$ cat src/rtl/gpio_ashare_port.sv
module gpio_ashare_port #(
  parameter int PINS = 16,
  localparam int HALVES = PINS / 8,
  localparam int HW = (HALVES > 1) ? $clog2(HALVES) : 1,
  localparam int AW = HW + 2
) (
  input  logic            clk,
  input  logic            rst_n,
  input  logic            bus_we,
  input  logic [AW-1:0]   bus_addr,
  input  logic [7:0]      bus_wdata,
  output logic [7:0]      bus_rdata,
  input  logic [PINS-1:0] pin_in,
  input  logic [PINS-1:0] ana_claim,
  input  logic [PINS-1:0] wake_claim,
  output logic [PINS-1:0] grant_ana,
  output logic [PINS-1:0] grant_wake,
  output logic [PINS-1:0] grant_gpio,
  output logic [PINS-1:0] pin_out,
  output logic [PINS-1:0] pin_oe
);

  localparam logic [1:0] SEL_DATA = 2'd0;
  localparam logic [1:0] SEL_DIR  = 2'd1;
  localparam logic [1:0] SEL_IEN  = 2'd2;

  logic [PINS-1:0] data_q, dir_q, ien_q;
  logic [PINS-1:0] sync1_q, sync2_q;
  logic [PINS-1:0] view;

  wire [1:0]    rsel = bus_addr[AW-1 -: 2];
  wire [HW-1:0] hsel = bus_addr[HW-1:0];

  always_ff @(posedge clk or negedge rst_n) begin
    if (!rst_n) begin
      data_q <= '0;
      dir_q  <= '0;
      ien_q  <= '0;
    end else if (bus_we) begin
      for (int h = 0; h < HALVES; h++) begin
        if (hsel == HW'(h)) begin
          case (rsel)
            SEL_DATA: data_q[h*8 +: 8] <= bus_wdata;
            SEL_DIR:  dir_q[h*8 +: 8]  <= bus_wdata;
            SEL_IEN:  ien_q[h*8 +: 8]  <= bus_wdata;
            default: ;
          endcase
        end
      end
    end
  end

  always_ff @(posedge clk or negedge rst_n) begin
    if (!rst_n) begin
      sync1_q <= '0;
      sync2_q <= '0;
    end else begin
      sync1_q <= pin_in;
      sync2_q <= sync1_q;
    end
  end

  assign grant_ana  = ana_claim;
  assign grant_wake = wake_claim & ~ana_claim;
  assign grant_gpio = ~(ana_claim | wake_claim);

  assign pin_oe  = grant_gpio & dir_q;
  assign pin_out = data_q & pin_oe;

  assign view = (dir_q & data_q) | (~dir_q & ~ien_q) | (~dir_q & ien_q & sync2_q);

  always_comb begin
    bus_rdata = 8'h00;
    for (int h = 0; h < HALVES; h++) begin
      if (hsel == HW'(h)) begin
        case (rsel)
          SEL_DATA: bus_rdata = view[h*8 +: 8];
          SEL_DIR:  bus_rdata = dir_q[h*8 +: 8];
          SEL_IEN:  bus_rdata = ien_q[h*8 +: 8];
          default:  bus_rdata = 8'h00;
        endcase
      end
    end
  end

endmodule

$ cat config.mk
export PLATFORM = sky130hd
export DESIGN_NAME = gpio_ashare_port
export DESIGN_NICKNAME = d
export VERILOG_FILES = /design/src/rtl/gpio_ashare_port.sv
export SDC_FILE = /design/constraint.sdc
export NUM_CORES = 1
export LEC_CHECK = 0
export BUFFER_PORTS_ARGS = -buffer_cell sky130_fd_sc_hd__buf_2
export CORE_MARGIN = 1.5
export CORE_UTILIZATION = 35
export DETAILED_ROUTE_END_ITERATION = 12
export PLACE_DENSITY_LB_ADDON = 0.15
export SYNTH_ARGS = -nofsm -noshare
export SYNTH_HDL_FRONTEND = slang
export SYNTH_SLANG_ARGS = --single-unit
export TNS_END_PERCENT = 10
$ cat constraint.sdc
create_clock -name clk -period 1.7 [get_ports clk]
set_input_delay 0.34 -clock clk [delete_from_list [all_inputs] [get_ports clk]]
set_output_delay 0.34 -clock clk [all_outputs]
set_load 0.01 [all_outputs]
# Word-level counts from Yosys, hierarchy flattened
# Cells that the tools add are included.
op_classes:
  n_reduce_logical: 7
  n_addsub: 0
  n_bitwise: 15
  eq_ne: 2
  n_mul: 0
  n_shift: 0
  div: 0
  n_mux: 3
  magnitude_cmp: 0
ops:
  columns: ["op", "count"]
  rows:
  - ["16-bit bitwise AND", 7]
  - ["16-bit inverter", 4]
  - ["16-bit bitwise OR", 3]
  - ["8-bit case mux with 3 select lines", 2]
  - ["3-bit AND reduction", 6]
  - ["8-bit 2-to-1 mux", 1]
  - ["2-bit by 1-bit equality test with 1-bit output, second input constant", 1]
  - ["2-bit equality test, second input constant", 1]
  - ["2-bit zero test", 1]
  - ["1-bit inverter", 1]
totals:
  reg_bits: 80
  ramBits: 0
  latchBits: 0
  memories: 0
  out_inout_bits: 88
  mem_bits_ro: 0
  elab_cells: 35

# Depth between registers and ports, before layout
# Gate-level depths: netlist (run 1).
depth:
  word_depth: 6
  depth_mapped: 7
  ltp_nobuf: 4

# Worst setup path after synthesis (run 1)
# Ideal clock, no wire load.
synth_path:
  path_kind: "input to output"
  start: "in bus_addr[2]"
  end: "out bus_rdata[0]"
  stages: 7
  t_required_ps: 1360
  n_path_buf: 3
  path_slack_ps: 70
  t_arrival_ps: 1290
  cell_sequence: "buf_6 -> nor2b_4 -> buf_6 -> buf_12 -> nand2_1 -> a32oi_1 -> o221a_2"
synth_via:
  elab_chain_len: 3
  elab_cells_between_ends: 6
synth_rtl:
  columns: ["element", "line_no", "rtl"]
  rows:
  - ["start, declared", "10", "input logic [AW-1:0] bus_addr,"]
  - ["2-bit equality test, or another cell as far along", "76", "case (rsel)"]
  - ["8-bit case mux with 3 select lines", "76", null]
  - ["8-bit 2-to-1 mux (*)", "75", "if (hsel == HW'(h)) begin"]
  - ["end, declared", "12", "output logic [7:0] bus_rdata,"]
# Every way passes the cells marked *; elsewhere a longest branch is shown, timed or not.

# Final worst setup path (run 1)
layout_path:
  start: "reg data_q[12]"
  end: "out bus_rdata[4]"
layout_via:
  elab_chain_len: 5
layout_rtl:
  columns: ["element", "line_no", "rtl"]
  rows:
  - ["start, declared", "27", "logic [PINS-1:0] data_q, dir_q, ien_q;"]
  - ["start signal, assigned by index", "43", "SEL_DATA: data_q[h*8 +: 8] <= bus_wdata;"]
  - ["16-bit bitwise AND", "70", "assign view = (dir_q & data_q) | (~dir_q & ~ien_q) | (~dir_q & ien_q & sync2_q);"]
  - ["16-bit bitwise OR (2 in a row)", "70", null]
  - ["8-bit case mux with 3 select lines", "76", null]
  - ["8-bit 2-to-1 mux", "75", null]
# No other way between the ends.

==> flow_summary.yaml, run 1 <==
worst_setup_path:
  worstReg2RegStart: "dir_q[13]"
  worstReg2RegEnd: "dir_q[13]"
  critPathSlowestCell: "dfrtp_1"
  crit_type: "reg -> out"
  worstRegToRegCells: 3
  cp-end-kind: "output port"
  worst-r2r-setup-slack_ns: 0.67
  worstPathRequired_ns: 1.36
  cp-start-kind: "flip-flop"
  worst_ep_arrival_time_ns: 1.49
  crit_chain: "o211ai_1, a32oi_1, o221a_2, buf_6"
  cpPeakStageDelay_ns: 0.41
  crit_family: "compound AO/OA/AOI/OAI gates"
  crit_fanout: 3
  crit_buf_inv: 1
timing:
  relSlewSlack_pct: 66.9
  setup_violations: 8
  rsz0062_at_grt: "yes"
  worst_slew_pin_slew_ns: 0.496
  fin_ws_ns: -0.130
  fin_crit_ns: 1.83
  finClkSkew_ns: 0.00650
  hold_viol: 0
  slew_viol_final: 0
  hold_ws_ns: 0.0895
  timing.fmax_mhz: 547
  fin_crit_sh_pct: 108
  setup_tns_ns: -0.849
placed_design:
  hpwl_um: 6970
  io_buffers: 149
  place.gp.congestion: 0.765
  pre_cts_ws_ns: -0.0942
layout:
  final_layout_size_suffix_gt1_share_pct: 54.2
  fin_nets: 550
  area_growth_pct: 34.8
  fill_cells: 973
  diodes: 0
run:
  max_cap_violations: 0
floorplan:
  io_pins: 150
  die_y_um: 107
  core_region_area_um2: 10400
  initial_utilization_pct: 36.4
  rows: 37
  die_w_um: 107
  dieArea_um2: 11500
clock_tree:
  worstSkewPairLatency_ns: 0.35
  cts_tree: "built"
  h-tree-depth: 3
  clkTransAtPathRegs_ns: 0.08
  numCtsBuffers: 9
  cts_buffer_depth: 2
  clockRootBuffer: "clkbuf_8"
  clock_sinks: 80
synth:
  yosysTopAreaCell: "dfrtp_1"
  synthTopCellsByArea: "dfrtp_1 (53%), mux2_2 (13%), nor2b_1 (3.8%), buf_4 (3.8%), o211ai_1 (3.2%)"
  syn_nets: 377
  synth_warnings: 0
  yosysSeqAreaShare_pct: 52.8
  syn_area_um2: 3790
  yosysTopAreaCellShare_pct: 52.8
  ys_ff_latch: 80
  netlist_instances: 315
  ys_types: 31
  avgSynthCellArea_um2: 12.0
global_routing:
  grt-ovfl-total: 0
  grt_max_degree: 36
  antenna_found_initial: 0
  grt_use_met3_pct: 3.16
  grt_util_met1_pct: 22.9
  grt_pass1_wl_um: 14800
  busiest_layer: "met2"
  gr-usage-met2_pct: 27.2
  grtUsageTotal_pct: 16.9
  grt_pass1_vias: 2977
pwr:
  p_per_area_nw_per_um2: 1000
  ir_drop_uv: 539
  leakage_nw: 2.57
outcome:
  failed_checks: "negative setup slack"
  status: "finished with violations"
drt:
  drc: 0
  ant_nets: 0
  drt-pass1-iter-count: 4
  first_iter_violations: 127
  routed_wirelength_um: 9410
  route.vias.total: 3141
  viasPerCell: 4.99
  wl_per_cell_um: 15.0
worst_hold_path:
  min_path_type: "in -> reg"
  min_to: "sync1_q[1]"
  min_from: "pin_in[1]"
  hold_depth: 1
==> power by group <==
| group | switching (W) | total, W | internal [W] |
|---|---|---|---|
| registers | 0.000237 | 0.00243 | 0.00219 |
| logic | 0.000519 | 0.00119 | 0.000673 |
| clock network | 0.000679 | 0.00151 | 0.000828 |
==> cell usage in the layout, fill, tap and decap left out, types with 14 or more instances in the layout <==
master    instances
a21oi_1          15
and2_1           16
and3_1           17
buf_2           141
buf_4            36
dfrtp_1          78
mux2_2           45
nand2_1          14
nor2_1           16
nor2b_1          23
o211ai_1         16
==> metrics by stage <==
stage | total power, W | instance area [um^2] | cells | util, %
CTS | 0.00514 | 5050 | 625 | 48.5
floorplan | 0.00305 | 3790 | 315 | -
global placement | 0.00347 | 4730 | 599 | 45.4
detailed placement | 0.00351 | 4730 | 599 | 45.4
finish | 0.00513 | 5110 | 629 | 49.1
global route | 0.00544 | 5110 | 629 | 49.1
==> flip-flops by register name (all words and copies together) (netlist names) <==
register  flops
data_q       16
dir_q        16
ien_q        16
sync1_q      16
sync2_q      16
==> layer usage <==
| layer | vias up | routed length (um) | part of all wire [%] |
|---|---|---|---|
| li1 | 1465 | - | - |
| met1 | 1539 | 4170 | 44 |
| met2 | 130 | 4480 | 48 |
| met3 | 7 | 664 | 7.1 |
| met4 | 0 | 95 | 1.0 |
| met5 | - | 0 | 0 |
==> how the worst max path moves through the flow <==
stage           startpoint           end  slack [ns]  cells past startpoint
6_report        data_q[12]  bus_rdata[4]       -0.13                      4
5_1_grt         data_q[11]  bus_rdata[3]       -0.22                      4
4_1_cts         data_q[11]  bus_rdata[3]       -0.15                      4
3_5_place_dp   bus_addr[2]  bus_rdata[2]       -0.09                      6
3_3_place_gp   bus_addr[2]  bus_rdata[2]       -0.06                      6
2_1_floorplan  bus_addr[2]  bus_rdata[0]        0.07                      7
==> final cells by class <==
type	count	area, um^2	share of cell area (%)
flip-flops and latches	80	2000	39.2
multi-input cells	199	1560	30.5
repair buffers	188	1120	22.0
well taps	136	170	3.33
clock buffers	11	131	2.57
clock inverters	5	81.3	1.59
inverters	10	37.5	0.735
==> repair_timing <==
action / 4_1_cts / 5_1_grt
endpoints found under the hold margin: 32 / 0
setup endpoints to repair: 8 / 8
pin swaps: 17 / 13
buffers inserted: 9 / 4
hold buffers: 1 / 0
gates resized for setup: 5 / 6
==> synthesized netlist by cell type <==
library cell / instances
a21oi_1: 15
a221oi_1: 2
a22oi_1: 1
a32oi_1: 7
and2_1: 16
and3_1: 17
buf_12: 1
buf_2: 2
buf_4: 19
buf_6: 2
clkbuf_1: 2
dfrtp_1: 80
inv_1: 8
inv_2: 2
mux2_1: 3
mux2_2: 45
nand2_1: 14
nand2_4: 1
nand2b_1: 1
nand3_4: 1
nand4_2: 1
nor2_1: 16
nor2_2: 1
nor2b_1: 23
nor2b_4: 1
nor3_1: 1
nor3_4: 2
nor3b_4: 1
o2111ai_1: 7
o211ai_1: 16
o221a_2: 7
==> worst reg2reg max path, cell delays in order (launching register included) <==
cell and delay, ns:
dfrtp_1 0.39, buf_4 0.14, buf_4 0.14, mux2_2 0.26
==> cells by family (layout without fill, tap and decap cells) <==
logic type             Yosys count  in the layout  share of synthesized area [%]
AO/OA/AOI/OAI                   55             55                           11.1
buffers and inverters           36            214                           6.34
flip-flops                      80             80                           52.8
multiplexers                    48             48                           14.3
AND/OR/NAND/NOR                 96             96                           15.5
Note: power is estimated with default switching activity, not from simulation.
==> inputs of run 2 (changes only) <==
CORE_ASPECT_RATIO = 2   (was default)
==> run 2 against run 1 <==
The flow still finishes with violations (negative setup slack); clock power rose by 33%; wire length grew 2.5%; register-to-register slack improved by 0.12 ns; critical path depth grew 1; critical endpoint is now bus_rdata[5]; worst setup slack improved by 0.020 ns; non-clock buffer count fell by 6; sequential share of layout area fell by 0.62 points; core utilization grew 0.15 points; cell count down 1.1%; total power grew 8.8%; via count decreased by 1.1%; global-route usage increased by 0.52 points.
==> flow_summary.yaml, run 2 (synthesis results as in run 1) <==
timing:
  finClkSkew_ns: 0.00305
  fin_crit_ns: 1.81
  hold_viol: 0
  slew_viol_final: 0
  worst_slew_pin_slew_ns: 0.386
  rsz0062_at_grt: "yes"
  fin_ws_ns: -0.110
  relSlewSlack_pct: 74.3
  hold_ws_ns: 0.110
  setup_violations: 8
  timing.fmax_mhz: 553
  fin_crit_sh_pct: 106
placed_design:
  placed_cells: 599
  place.gp.congestion: 0.735
  place_area_um2: 4750
  io_buffers: 149
  pre_cts_ws_ns: -0.197
  hpwl_um: 7290
layout:
  final_common_cell: "buf_2"
  most-common-layout-cells: "buf_2 (144), dfrtp_1 (79), mux2_2 (45), buf_4 (28), nor2b_1 (23)"
  fin_nets: 544
  diodes: 0
  area_growth_pct: 36.9
  final_layout_size_suffix_gt1_share_pct: 54.2
  fin_area_um2: 5190
  instances_no_fill: 622
global_routing:
  grtUsageTotal_pct: 17.4
  antenna_found_initial: 0
  grt_pass1_vias: 3090
  grt-ovfl-total: 0
  grt_max_degree: 37
  grt_pass1_wl_um: 15200
worst_setup_path:
  cp-start-kind: "flip-flop"
  critPathSlowestCell: "dfrtp_1"
  worstPathRequired_ns: 1.36
  cp-end-kind: "output port"
  crit_fanout: 5
  crit_type: "reg -> out"
  worst_ep_arrival_time_ns: 1.47
  crit_chain: "o211ai_1, buf_4, o2111ai_1, o221a_2, buf_6"
  cpPeakStageDelay_ns: 0.41
floorplan:
  rows: 53
  io_pins: 150
  die_w_um: 76.6
  die_y_um: 150
  initial_utilization_pct: 36.0
  dieArea_um2: 11500
  core_region_area_um2: 10500
clock_tree:
  numCtsBuffers: 9
  worstSkewPairLatency_ns: 0.33
  clkTransAtPathRegs_ns: 0.06
  cts_buffer_depth: 2
  clock_sinks: 80
  clockRootBuffer: "clkbuf_16"
  cts_tree: "built"
  h-tree-depth: 3
drt:
  routed_wirelength_um: 9640
  wl_per_cell_um: 15.5
  route.vias.total: 3105
  drt-pass1-iter-count: 4
  viasPerCell: 4.99
  ant_nets: 0
  drc: 0
  first_iter_violations: 93
outcome:
  status: "finished with violations"
  failed_checks: "negative setup slack"
run:
  max_cap_violations: 0
worst_hold_path:
  min_path_type: "in -> reg"
pwr:
  total_power_w: 0.00558
  p_per_area_nw_per_um2: 1080
  leakage_nw: 2.60
  ir_drop_uv: 521
## run 2: changes by cell type in the layout (fill, tap and decap cells not counted), sizes merged
cell	change
buf	-6
clkbuf	-1
clkinvlp	-1
## run 2: cell type report
type | count | area, um^2
clock buffers | 10 | 239
clock inverters | 4 | 70.1
fillers | 1005 | 5360
inverters | 10 | 40.0
multi-input cells | 199 | 1580
flip-flops and latches | 80 | 2000
well taps | 137 | 171
repair buffers | 182 | 1090
## run 2: critical path: cells and delay by family (launching register included)
family,cells,cell delay [ns]
flops,1,0.41
buf+inv,2,0.26
compound gates,3,0.45
## run 2: per-stage QoR
stage | setup TNS (ns) | util (%)
2_1_floorplan | 0 | -
3_3_place_gp | -1.40 | 45.1
3_5_place_dp | -1.92 | 45.1
4_1_cts | -0.817 | 49.2
5_1_grt | -1.29 | 49.2
6_report | -0.705 | 49.2
## run 2: routing by layer
layer	part of all wire [%]	vias up	GRT usage (%)
met1	38	1525	18.4
met3	4.6	11	3.39
met5	0	-	0
met4	1.5	0	7.59
met2	56	105	33.0
li1	-	1464	-
## run 2: what timing repair did
action / 4_1_cts / 5_1_grt
hold buffers: 1 / 0
pin swaps: 15 / 9
resized for setup: 10 / 2
buffers inserted: 8 / 0
gates cloned: 0 / 0
setup endpoints to repair: 8 / 8
endpoints found under the hold margin: 26 / 0
## run 2: where the power goes
part           total, W  switching, W  internal [W]
combinational   0.00113      0.000502      0.000628
clock           0.00201      0.000704       0.00130
sequential      0.00245      0.000249       0.00220
## run 2: final timing paths
path | depth (start not counted) | from | endpoint | slack (ns)
worst min register to register | 0 | sync1_q[1] | sync2_q[1] | 0.34
worst max register to register | 2 | data_q[15] | data_q[15] | 0.79
worst max-delay path | 5 | dir_q[13] | bus_rdata[5] | -0.11
worst min-delay path | 1 | pin_in[6] | sync1_q[6] | 0.11
max in group asynchronous | 3 | rst_n | sync1_q[8] | 0.70
min in group asynchronous | 2 | rst_n | data_q[15] | 0.48
